<file path="src/rtl/dram_ref_pkg.sv">
package dram_ref_pkg;

  typedef enum logic [2:0] {
    S_PWR, S_IDLE, S_CSET, S_RLOW, S_PRE, S_SRHOLD, S_SREXIT
  } state_t;

  // strobes from control to datapath
  typedef struct packed {
    logic   ldTimer;
    state_t ldSel;
    logic   ldBurstFull;
    logic   ldBurstOne;
    logic   decBurst;
    logic   decDebt;
    logic   clrDebt;
    logic   runInt;
    logic   rstInt;
  } strobe_t;

  // status from datapath to control
  typedef struct packed {
    logic timerDone;
    logic chrActive;
    logic burstLast;
    logic debtNz;
    logic debtFull;
  } status_t;

  function automatic int nsToCyc(int ns, int clkNs);
    int c;
    c = (ns + clkNs - 1) / clkNs;
    return (c < 1) ? 1 : c;
  endfunction

  function automatic int maxOf(int a, int b);
    return (a > b) ? a : b;
  endfunction

endpackage

</file>
<file path="src/rtl/dram_ref_dp.sv">
module dram_ref_dp
  import dram_ref_pkg::*;
#(
  parameter int PWR_C    = 10000,
  parameter int CSR_C    = 1,
  parameter int RASL_C   = 5,
  parameter int CHR_C    = 1,
  parameter int PRE_C    = 4,
  parameter int RASS_C   = 10000,
  parameter int RPS_C    = 9,
  parameter int INT_C    = 1560,
  parameter int WAKE_CNT = 8,
  parameter int DEBT_MAX = 8
) (
  input  logic    clk,
  input  logic    rstN,
  input  strobe_t stb,
  input  state_t  state,
  output status_t sts,
  output logic    rasN,
  output logic    casLN,
  output logic    casHN,
  output logic    weN
);
  localparam int TMAX = maxOf(maxOf(PWR_C, RASS_C), maxOf(maxOf(RPS_C, CSR_C), maxOf(RASL_C, PRE_C)));
  localparam int TW   = $clog2(TMAX + 1);
  localparam int IW   = $clog2(INT_C + 1);
  localparam int BW   = $clog2(WAKE_CNT + 1);
  localparam int DW   = $clog2(DEBT_MAX + 1);

  logic [TW-1:0] timer, loadVal;
  logic [IW-1:0] intCnt;
  logic [BW-1:0] burstCnt;
  logic [DW-1:0] debt;
  logic          tick;

  always_comb begin
    case (stb.ldSel)
      S_CSET:   loadVal = TW'(CSR_C - 1);
      S_RLOW:   loadVal = TW'(RASL_C - 1);
      S_PRE:    loadVal = TW'(PRE_C - 1);
      S_SRHOLD: loadVal = TW'(RASS_C - 1);
      S_SREXIT: loadVal = TW'(RPS_C - 1);
      default:  loadVal = '0;
    endcase
  end

  always_ff @(posedge clk) begin
    if (!rstN)               timer <= TW'(PWR_C - 1);
    else if (stb.ldTimer)    timer <= loadVal;
    else if (timer != '0)    timer <= timer - 1'b1;
  end

  always_ff @(posedge clk) begin
    if (!rstN)                 burstCnt <= '0;
    else if (stb.ldBurstFull)  burstCnt <= BW'(WAKE_CNT);
    else if (stb.ldBurstOne)   burstCnt <= BW'(1);
    else if (stb.decBurst)     burstCnt <= burstCnt - 1'b1;
  end

  assign tick = stb.runInt && !stb.rstInt && (intCnt == '0);

  always_ff @(posedge clk) begin
    if (!rstN || !stb.runInt || stb.rstInt) intCnt <= IW'(INT_C - 1);
    else if (intCnt == '0)                  intCnt <= IW'(INT_C - 1);
    else                                    intCnt <= intCnt - 1'b1;
  end

  always_ff @(posedge clk) begin
    if (!rstN || stb.clrDebt) debt <= '0;
    else begin
      case ({tick && (debt != DW'(DEBT_MAX)), stb.decDebt && (debt != '0)})
        2'b10:   debt <= debt + 1'b1;
        2'b01:   debt <= debt - 1'b1;
        default: debt <= debt;
      endcase
    end
  end

  assign sts.timerDone = (timer == '0);
  assign sts.chrActive = (int'(timer) + CHR_C) >= RASL_C;
  assign sts.burstLast = (burstCnt == BW'(1));
  assign sts.debtNz    = (debt != '0);
  assign sts.debtFull  = (debt == DW'(DEBT_MAX));

  // strobes decoded from the registered state
  assign rasN  = !((state == S_RLOW) || (state == S_SRHOLD));
  assign casLN = !((state == S_CSET) || (state == S_SRHOLD) || ((state == S_RLOW) && sts.chrActive));
  assign casHN = casLN;
  assign weN   = 1'b1;

endmodule

</file>
<file path="src/rtl/dram_ref_ctrl.sv">
module dram_ref_ctrl
  import dram_ref_pkg::*;
(
  input  logic    clk,
  input  logic    rstN,
  input  logic    refGrant,
  input  logic    pageClosed,
  input  logic    selfRefReq,
  input  status_t sts,
  output strobe_t stb,
  output state_t  state,
  output logic    ready,
  output logic    refReq,
  output logic    refUrgent,
  output logic    busOwned,
  output logic    inSelfRef
);
  state_t stateNx;
  logic   readyQ, readyNx, fullBurst, fullNx, srPend, srNx;

  assign refReq    = readyQ && (state == S_IDLE) && (sts.debtNz || selfRefReq);
  assign refUrgent = readyQ && sts.debtFull;
  assign busOwned  = (state != S_IDLE) && (state != S_PWR);
  assign inSelfRef = (state == S_SRHOLD) && sts.timerDone;
  assign ready     = readyQ;

  always_comb begin
    stateNx = state;
    readyNx = readyQ;
    fullNx  = fullBurst;
    srNx    = srPend;
    stb     = '0;
    stb.runInt = readyQ;
    case (state)
      S_PWR: if (sts.timerDone) begin
        stateNx = S_CSET; stb.ldTimer = 1'b1; stb.ldBurstFull = 1'b1; fullNx = 1'b1;
      end
      S_IDLE: if (refReq && refGrant && pageClosed) begin
        stateNx = S_CSET; stb.ldTimer = 1'b1;
        if (selfRefReq) srNx = 1'b1;
        else begin stb.ldBurstOne = 1'b1; fullNx = 1'b0; end
      end
      S_CSET: if (sts.timerDone) begin
        stateNx = srPend ? S_SRHOLD : S_RLOW; stb.ldTimer = 1'b1;
      end
      S_RLOW: if (sts.timerDone) begin
        stateNx = S_PRE; stb.ldTimer = 1'b1;
      end
      S_PRE: if (sts.timerDone) begin
        if (sts.burstLast) begin
          stateNx = S_IDLE;
          if (fullBurst) begin stb.clrDebt = 1'b1; stb.rstInt = 1'b1; readyNx = 1'b1; end
          else stb.decDebt = 1'b1;
        end else begin
          stb.decBurst = 1'b1; stateNx = S_CSET; stb.ldTimer = 1'b1;
        end
      end
      S_SRHOLD: if (sts.timerDone && !selfRefReq) begin
        stateNx = S_SREXIT; stb.ldTimer = 1'b1; srNx = 1'b0;
      end
      S_SREXIT: if (sts.timerDone) begin
        stateNx = S_CSET; stb.ldTimer = 1'b1; stb.ldBurstFull = 1'b1; fullNx = 1'b1;
      end
      default: stateNx = S_IDLE;
    endcase
    stb.ldSel = stateNx;
  end

  always_ff @(posedge clk) begin
    if (!rstN) begin
      state <= S_PWR; readyQ <= 1'b0; fullBurst <= 1'b1; srPend <= 1'b0;
    end else begin
      state <= stateNx; readyQ <= readyNx; fullBurst <= fullNx; srPend <= srNx;
    end
  end

endmodule

</file>
<file path="src/rtl/dram_refresh_sched.sv">
module dram_refresh_sched
  import dram_ref_pkg::*;
#(
  parameter int CLK_NS     = 10,
  parameter int T_PWRUP_NS = 100000,
  parameter int T_INT_NS   = 15600,
  parameter int T_CSR_NS   = 5,
  parameter int T_CHR_NS   = 8,
  parameter int T_RAS_NS   = 50,
  parameter int T_RP_NS    = 30,
  parameter int T_RC_NS    = 84,
  parameter int T_RASS_NS  = 100000,
  parameter int T_RPS_NS   = 90,
  parameter int WAKE_CNT   = 8,
  parameter int DEBT_MAX   = 8
) (
  input  logic clk,
  input  logic rstN,
  input  logic refGrant,
  input  logic pageClosed,
  input  logic selfRefReq,
  output logic refReq,
  output logic refUrgent,
  output logic busOwned,
  output logic ready,
  output logic inSelfRef,
  output logic rasN,
  output logic casLN,
  output logic casHN,
  output logic weN
);
  localparam int PWR_C  = nsToCyc(T_PWRUP_NS, CLK_NS);
  localparam int INT_C  = nsToCyc(T_INT_NS, CLK_NS);
  localparam int CSR_C  = nsToCyc(T_CSR_NS, CLK_NS);
  localparam int CHR_C  = nsToCyc(T_CHR_NS, CLK_NS);
  localparam int RAS_C  = nsToCyc(T_RAS_NS, CLK_NS);
  localparam int RP_C   = nsToCyc(T_RP_NS, CLK_NS);
  localparam int RC_C   = nsToCyc(T_RC_NS, CLK_NS);
  localparam int RASS_C = nsToCyc(T_RASS_NS, CLK_NS);
  localparam int RPS_C  = nsToCyc(T_RPS_NS, CLK_NS);
  localparam int RASL_C = maxOf(RAS_C, CHR_C);
  localparam int PRE_C  = maxOf(RP_C, RC_C - RASL_C);

  strobe_t stb;
  status_t sts;
  state_t  state;

  dram_ref_ctrl u_ctrl (
    .clk(clk), .rstN(rstN), .refGrant(refGrant), .pageClosed(pageClosed),
    .selfRefReq(selfRefReq), .sts(sts), .stb(stb), .state(state),
    .ready(ready), .refReq(refReq), .refUrgent(refUrgent),
    .busOwned(busOwned), .inSelfRef(inSelfRef)
  );

  dram_ref_dp #(
    .PWR_C(PWR_C), .CSR_C(CSR_C), .RASL_C(RASL_C), .CHR_C(CHR_C), .PRE_C(PRE_C),
    .RASS_C(RASS_C), .RPS_C(RPS_C), .INT_C(INT_C), .WAKE_CNT(WAKE_CNT), .DEBT_MAX(DEBT_MAX)
  ) u_dp (
    .clk(clk), .rstN(rstN), .stb(stb), .state(state), .sts(sts),
    .rasN(rasN), .casLN(casLN), .casHN(casHN), .weN(weN)
  );

endmodule

</file>
<file path="config.mk">
export PLATFORM = sky130hd
export DESIGN_NAME = dram_refresh_sched
export DESIGN_NICKNAME = d
export VERILOG_FILES = /design/src/rtl/dram_ref_pkg.sv /design/src/rtl/dram_ref_dp.sv /design/src/rtl/dram_ref_ctrl.sv /design/src/rtl/dram_refresh_sched.sv
export SDC_FILE = /design/constraint.sdc
export NUM_CORES = 1
export LEC_CHECK = 0
export ABC_AREA = 1
export BUFFER_PORTS_ARGS = -buffer_cell sky130_fd_sc_hd__buf_2
export CELL_PAD_IN_SITES_DETAIL_PLACEMENT = 1
export CELL_PAD_IN_SITES_GLOBAL_PLACEMENT = 1
export CORE_MARGIN = 2
export CORE_UTILIZATION = 31
export CTS_CLUSTER_DIAMETER = 50
export DETAILED_ROUTE_END_ITERATION = 16
export GPL_TIMING_DRIVEN = 0
export PLACE_DENSITY = 0.62
export REMOVE_ABC_BUFFERS = 1
export SLEW_MARGIN = 30
export SYNTH_ARGS = -nofsm -noshare
export SYNTH_HDL_FRONTEND = slang
export SYNTH_HIERARCHICAL = 1
export SYNTH_SLANG_ARGS = --single-unit
</file>
<file path="constraint.sdc">
create_clock -name clk -period 3.6 [get_ports clk]
set_clock_uncertainty 0.05 [all_clocks]
set_input_delay 0 -clock clk [delete_from_list [all_inputs] [get_ports clk]]
set_output_delay 0 -clock clk [all_outputs]
set_load 0.05 [all_outputs]
</file>
==> results.json, run 1 <==
{
  "drt-vias-per-instance": 4.87,
  "cts.path.max_buffers": 2,
  "dpl.cell_count": 563,
  "dieArea_um2": 9940,
  "p_per_area_nw_per_um2": 285,
  "place_area_um2": 2940,
  "path_class": "reg2reg",
  "wl_um": 7260,
  "grt_pass1_vias": 2788,
  "areaGrowthSynthToFinish_pct": 8.15,
  "drc_errors": 0,
  "grt_usage_pct": 15.9,
  "final_cell_mix": "109 x nand2_1, 69 x inv_1, 65 x nor2_1, 39 x dfxtp_1, 32 x nand3_1",
  "netlist_area_um2": 2840,
  "yosys_warnings": 6,
  "hpwl_um": 5790,
  "drt_iter0_drc": 60,
  "path_clk_slew_ns": 0.09,
  "r2r-end": "u_dp/debt[3]$_SDFFE_PP0P_",
  "cp_max_fo": 11,
  "diodes": 0,
  "htreeDepth": 2,
  "cp-end-kind": "flop",
  "synth-seq-cells": 39,
  "row_count": 34,
  "final_common_cell": "nand2_1",
  "seq_power_share_pct": 50.2,
  "wl_per_cell_um": 12.7,
  "synth_top_area_share_pct": 27.5,
  "layout-drive-gt1-share_pct": 10.5,
  "finalHoldViolCount": 1,
  "antenna_found_initial": 0,
  "start_util_pct": 32.3,
  "final_cell_area_um2": 3070,
  "power.switching_mw": 0.213,
  "maxSlewHeadroom_pct": 65.4,
  "yosysUniqueCellTypes": 37,
  "stdcell_count": 573,
  "fmax_ghz": 0.312,
  "cts_tree": "built",
  "holdWs_ns": -0.0000131,
  "worst-slew-pin-transition_ns": 0.519,
  "hold_class": "in2reg",
  "port_buffers": 12,
  "drv_cap": 0,
  "first_pass_iters": 4,
  "setup_viol": 0,
  "grt_max_degree": 15,
  "n_fill_cell": 1147,
  "min_path_cells": 3,
  "start_kind": "flop",
  "clock-sinks": 39,
  "grt_first_pass_wirelength_um": 13100,
  "core_um2": 8810,
  "violations": "negative hold slack",
  "min_period_over_period_pct": 89.0,
  "combinationalPowerShare_pct": 5.8,
  "reg2reg_slack_ns": 0.40,
  "postRouteAntennaNets": 0,
  "worstSkewPairLatency_ns": 0.30,
  "power.share.clock_pct": 44.0,
  "synth_cells": 455,
  "synth_largest_area_cell": "dfxtp_1",
  "yosysSeqAreaShare_pct": 27.5,
  "synth.avg_cell_area_um2": 6.24,
  "fp.dieW_um": 99.7,
  "synthTopCellsByArea": "dfxtp_1 27%, nand2_1 14%, inv_1 9.3%",
  "overflow": 0,
  "min-delay-start": "selfRefReq",
  "reg2reg_depth": 21,
  "min_period_ns": 3.20,
  "die_h_um": 99.7,
  "status": "complete, but fails checks",
  "nNetsFinal": 480,
  "num_vias": 2788,
  "hold_end": "u_ctrl/srPend$_SDFFE_PN0P_",
  "swShare_pct": 24.4,
  "p_leak_nw": 1.47,
  "vdd_ir_drop_max_mv": 0.178,
  "p_int_mw": 0.660,
  "worst_ep_arrival_time_ns": 3.38,
  "slew_violations": 0,
  "cts_made_buffers": 5,
  "gp_congestion": 0.822,
  "boundaryPins": 14,
  "rr_startpoint": "u_dp/timer[0]$_SDFFE_PN1P_",
  "required_ns": 3.78,
  "root_buffer": "clkbuf_8"
}
[power by group through the flow]
stage               registers, mW  logic, mW  clock network (mW)
floorplan                   0.448     0.0360                   0
global placement            0.449     0.0501                   0
detailed placement          0.449     0.0511                   0
CTS                         0.439     0.0523               0.399
global route                0.440     0.0591               0.413
finish                      0.439     0.0509               0.384
[per-stage QoR]
step,worst slack (ns),TNS (ns),utilization (%),power (mW),hold slack [ns]
after CTS,0.166,0,34.8,0.890,0.0147
after global placement,0.158,0,33.3,0.499,0.276
after global routing,-0.0276,-0.0285,34.9,0.912,0.0369
after detailed placement,0.180,0,33.3,0.500,0.281
final,0.397,0,34.9,0.874,-0.0000131
after floorplan,0.771,0,-,0.484,0.0187
[per-layer routing]
layer	wire length, um	global-route usage [%]
met1	3650	21.5
met2	3410	26.9
met3	100	1.69
met4	93	4.43
met5	0	0
[layout make-up]
class / count / area (um^2) / area share [%]
repair buffers: 14 / 77.6 / 2.53
clock buffers: 5 / 68.8 / 2.24
flip-flops and latches: 39 / 781 / 25.4
well taps: 108 / 135 / 4.40
clock inverters: 3 / 47.5 / 1.55
inverters: 75 / 284 / 9.25
multi-input cells: 329 / 1680 / 54.6
[sequential cells by signal, indices dropped and copies added (netlist names)]
signal            cells
u_dp/intCnt          11
u_ctrl/ready          1
u_ctrl/srPend         1
u_dp/burstCnt         4
u_ctrl/fullBurst      1
u_dp/timer           14
u_dp/debt             4
u_ctrl/state          3
[cell families (layout without fill, tap and decap cells)]
logic type	Yosys count	in the layout	synth area share [%]
other	1	1	0.132
AND/OR/NAND/NOR	252	252	40.0
flip-flops	39	39	27.5
adder cells (fa/ha/maj)	11	11	5.11
AO/OA/AOI/OAI	58	58	11.6
XOR/XNOR	7	7	2.16
buffers and inverters	87	97	13.4
[timing repair]
action	CTS	global route
endpoints found under the hold margin	7	0
hold buffers	1	0
endpoints found under the setup margin	0	16
buffers inserted	0	1
resized for setup	0	2
[worst max path at each step]
stage                                     from                          end  slack [ns]  cells after the start
floorplan           u_dp/timer[0]$_SDFFE_PN1P_    u_dp/debt[3]$_SDFFE_PP0P_        0.77                     21
global placement    u_dp/timer[0]$_SDFFE_PN1P_  u_dp/timer[12]$_SDFFE_PN0P_        0.16                     15
detailed placement  u_dp/timer[0]$_SDFFE_PN1P_  u_dp/timer[12]$_SDFFE_PN0P_        0.18                     15
CTS                 u_dp/timer[0]$_SDFFE_PN1P_  u_dp/timer[12]$_SDFFE_PN0P_        0.17                     15
global route        u_dp/timer[0]$_SDFFE_PN1P_    u_dp/debt[3]$_SDFFE_PP0P_       -0.03                     21
finish              u_dp/timer[0]$_SDFFE_PN1P_    u_dp/debt[3]$_SDFFE_PP0P_        0.40                     21
[worst max-delay path: stages, from the launching register on]
cell and delay (ns):
dfxtp_1 0.38, inv_2 0.13, ha_1 0.18, nand3_1 0.11, nor2_1 0.13, nand4_1 0.16, inv_4 0.18, nand4_2 0.14
or2_1 0.27, inv_1 0.09, nor3_1 0.05, nand2_1 0.08, ha_1 0.20, ha_1 0.24, nand2_1 0.06, nand2_1 0.05
a21oi_1 0.16, nor2_1 0.06, nor2_1 0.08, nand2_1 0.07, nand2_1 0.06, nor3b_1 0.16
[cell usage after synthesis]
cell type,instances
a211oi_1,4
a21oi_1,23
a21oi_2,3
and2_1,1
buf_2,2
buf_4,6
buf_6,4
clkinv_1,3
conb_1,1
dfxtp_1,39
fa_1,1
ha_1,10
inv_1,70
inv_2,2
nand2_1,109
nand2_2,4
nand3_1,32
nand3_2,4
nand4_1,15
nand4_2,1
nor2_1,65
nor2_2,6
nor2_4,4
nor3_1,5
nor3b_1,1
nor4_1,1
o211ai_1,2
o21a_1,1
o21ai_0,21
o21ai_1,1
o21ai_2,1
o311ai_0,2
or2_0,1
or2_1,1
or2_2,2
xnor2_1,3
xor2_1,4
(Power assumes the default switching activity.)
==> run 2: changes to the inputs <==
==> constraint.sdc (replaced) <==
create_clock -name clk -period 3.6 [get_ports clk]
set_clock_uncertainty 0.05 [all_clocks]
set_input_delay 0.9 -clock clk [delete_from_list [all_inputs] [get_ports clk]]
set_output_delay 0.9 -clock clk [all_outputs]
set_load 0.05 [all_outputs]
==> run 2 against run 1 <==
The flow now finishes without violations. Clock power about the same. Setup slack got worse by 0.20 ns. Sequential power about the same. Die area unchanged. Flip-flop and latch count did not move. Maximum frequency is 5.8% lower. First-iteration DRC count increased by 10%. Highest routed layer unchanged.
==> results.json, run 2 (synthesis results as in run 1) <==
{
  "status": "finished, final reports clean",
  "maxSlewHeadroom_pct": 65.4,
  "path_class": "reg2out",
  "seq_area_um2": 781,
  "wl_per_cell_um": 12.7,
  "nNetsFinal": 479,
  "seq_power_share_pct": 50.3,
  "power.share.clock_pct": 44.0,
  "swShare_pct": 24.4,
  "port_buffers": 12,
  "cp-end-kind": "primary output",
  "vdd_ir_drop_max_mv": 0.178,
  "clock-sinks": 39,
  "n_fill_cell": 1146,
  "reg_top3": "u_dp/timer (14), u_dp/intCnt (11)",
  "p_int_mw": 0.660,
  "min_period_ns": 3.40,
  "die_h_um": 99.7,
  "slew_violations": 0,
  "start_util_pct": 32.3,
  "root_buffer": "clkbuf_8",
  "cts.path.max_buffers": 2,
  "num_vias": 2786,
  "path_clk_slew_ns": 0.09,
  "start_kind": "flop",
  "worst-slew-pin-transition_ns": 0.519,
  "htreeDepth": 2,
  "p_leak_nw": 1.47,
  "postRouteAntennaNets": 0,
  "final_common_cell": "nand2_1",
  "hpwl_um": 5790,
  "largest_reg_flops": 14,
  "stdcell_count": 572,
  "setup_viol": 0,
  "core_um2": 8810,
  "required_ns": 2.65,
  "boundaryPins": 14,
  "first_pass_iters": 4,
  "overflow": 0,
  "row_count": 34,
  "drt_iter0_drc": 66,
  "grt_usage_pct": 15.9,
  "hold_buffers": 0,
  "min_period_over_period_pct": 94.5,
  "worstSkewPairLatency_ns": 0.30,
  "worst_ep_arrival_time_ns": 2.45,
  "wl_um": 7260,
  "power.switching_mw": 0.213,
  "finalPower_mw": 0.873,
  "areaGrowthSynthToFinish_pct": 7.80,
  "grt_max_degree": 15,
  "cp_max_fo": 6,
  "drc_errors": 0,
  "finalHoldViolCount": 0,
  "p_per_area_nw_per_um2": 285,
  "gp_congestion": 0.822,
  "combinationalPowerShare_pct": 5.7,
  "final_cell_mix": "109 x nand2_1, 69 x inv_1, 65 x nor2_1, 39 x dfxtp_1, 32 x nand3_1",
  "grt_first_pass_wirelength_um": 13100,
  "diodes": 0,
  "cts_made_buffers": 5,
  "grt_pass1_vias": 2785,
  "drt-vias-per-instance": 4.87,
  "dpl.cell_count": 563,
  "antenna_found_initial": 0,
  "drv_cap": 0,
  "layout-drive-gt1-share_pct": 10.6,
  "hold_class": "reg2reg",
  "top_register": "u_dp/timer",
  "fmax_ghz": 0.294,
  "multi_input_area_um2": 1680,
  "dieArea_um2": 9940,
  "fp.dieW_um": 99.7,
  "cts_tree": "built"
}
-- run 2: routing by layer --
metal	wire length (um)	part of all wire (%)	global-route usage (%)	vias to the layer above
li1	-	-	-	1454
met1	3650	50	21.5	1304
met2	3410	47	26.9	21
met3	100	1.4	1.69	7
met4	93	1.3	4.43	0
met5	0	0	0	-
-- run 2: power by group through the flow --
stage	Sequential [mW]	Combinational, mW	Clock, mW
after floorplan	0.448	0.0360	0
after global placement	0.449	0.0501	0
after detailed placement	0.449	0.0511	0
after CTS	0.439	0.0515	0.399
after global routing	0.440	0.0582	0.413
final	0.439	0.0500	0.384
-- run 2: what timing repair did --
action	4_1_cts	5_1_grt
setup endpoints to repair	0	17
resized for setup	0	2
buffers inserted	0	1
-- run 2: stage by stage --
step	hold WS (ns)	util [%]	area (um^2)	setup slack [ns]	setup TNS, ns
after floorplan	0.315	-	2740	0.361	0
after global placement	0.324	33.3	2940	0.158	0
after detailed placement	0.328	33.3	2940	0.180	0
after CTS	0.350	34.7	3050	0.166	0
after global routing	0.375	34.8	3060	-0.0276	-0.0285
final	0.344	34.8	3060	0.199	0
-- run 2: path summary, 6_finish.rpt --
path | start | end | slack, ns | cells after the start
hold / removal | u_dp/intCnt[0]$_SDFF_PP1_ | u_dp/intCnt[0]$_SDFF_PP1_ | 0.34 | 1
hold reg to reg | u_dp/intCnt[0]$_SDFF_PP1_ | u_dp/intCnt[0]$_SDFF_PP1_ | 0.34 | 1
setup reg to reg | u_dp/timer[0]$_SDFFE_PN1P_ | u_dp/debt[3]$_SDFFE_PP0P_ | 0.40 | 21
setup / recovery | u_dp/timer[0]$_SDFFE_PN1P_ | casLN | 0.20 | 11
-- run 2: final cells by class --
type / count / share of cell area [%]
Clock buffer: 5 / 2.25
Tap cell: 108 / 4.41
Timing Repair Buffer: 13 / 2.21
Multi-Input combinational cell: 329 / 54.8
Inverter: 75 / 9.28
Sequential cell: 39 / 25.5
Clock inverter: 3 / 1.55
-- run 2: critical path, stage by stage, from the launching register on --
cell and delay [ns]:
dfxtp_1 0.46, inv_2 0.10, ha_1 0.32, or2_0 0.24
nand2_1 0.07, nand2_1 0.04, nor2_1 0.10, nand3_1 0.09
nor2_2 0.13, nand3_2 0.13, a21oi_2 0.17, buf_2 0.28
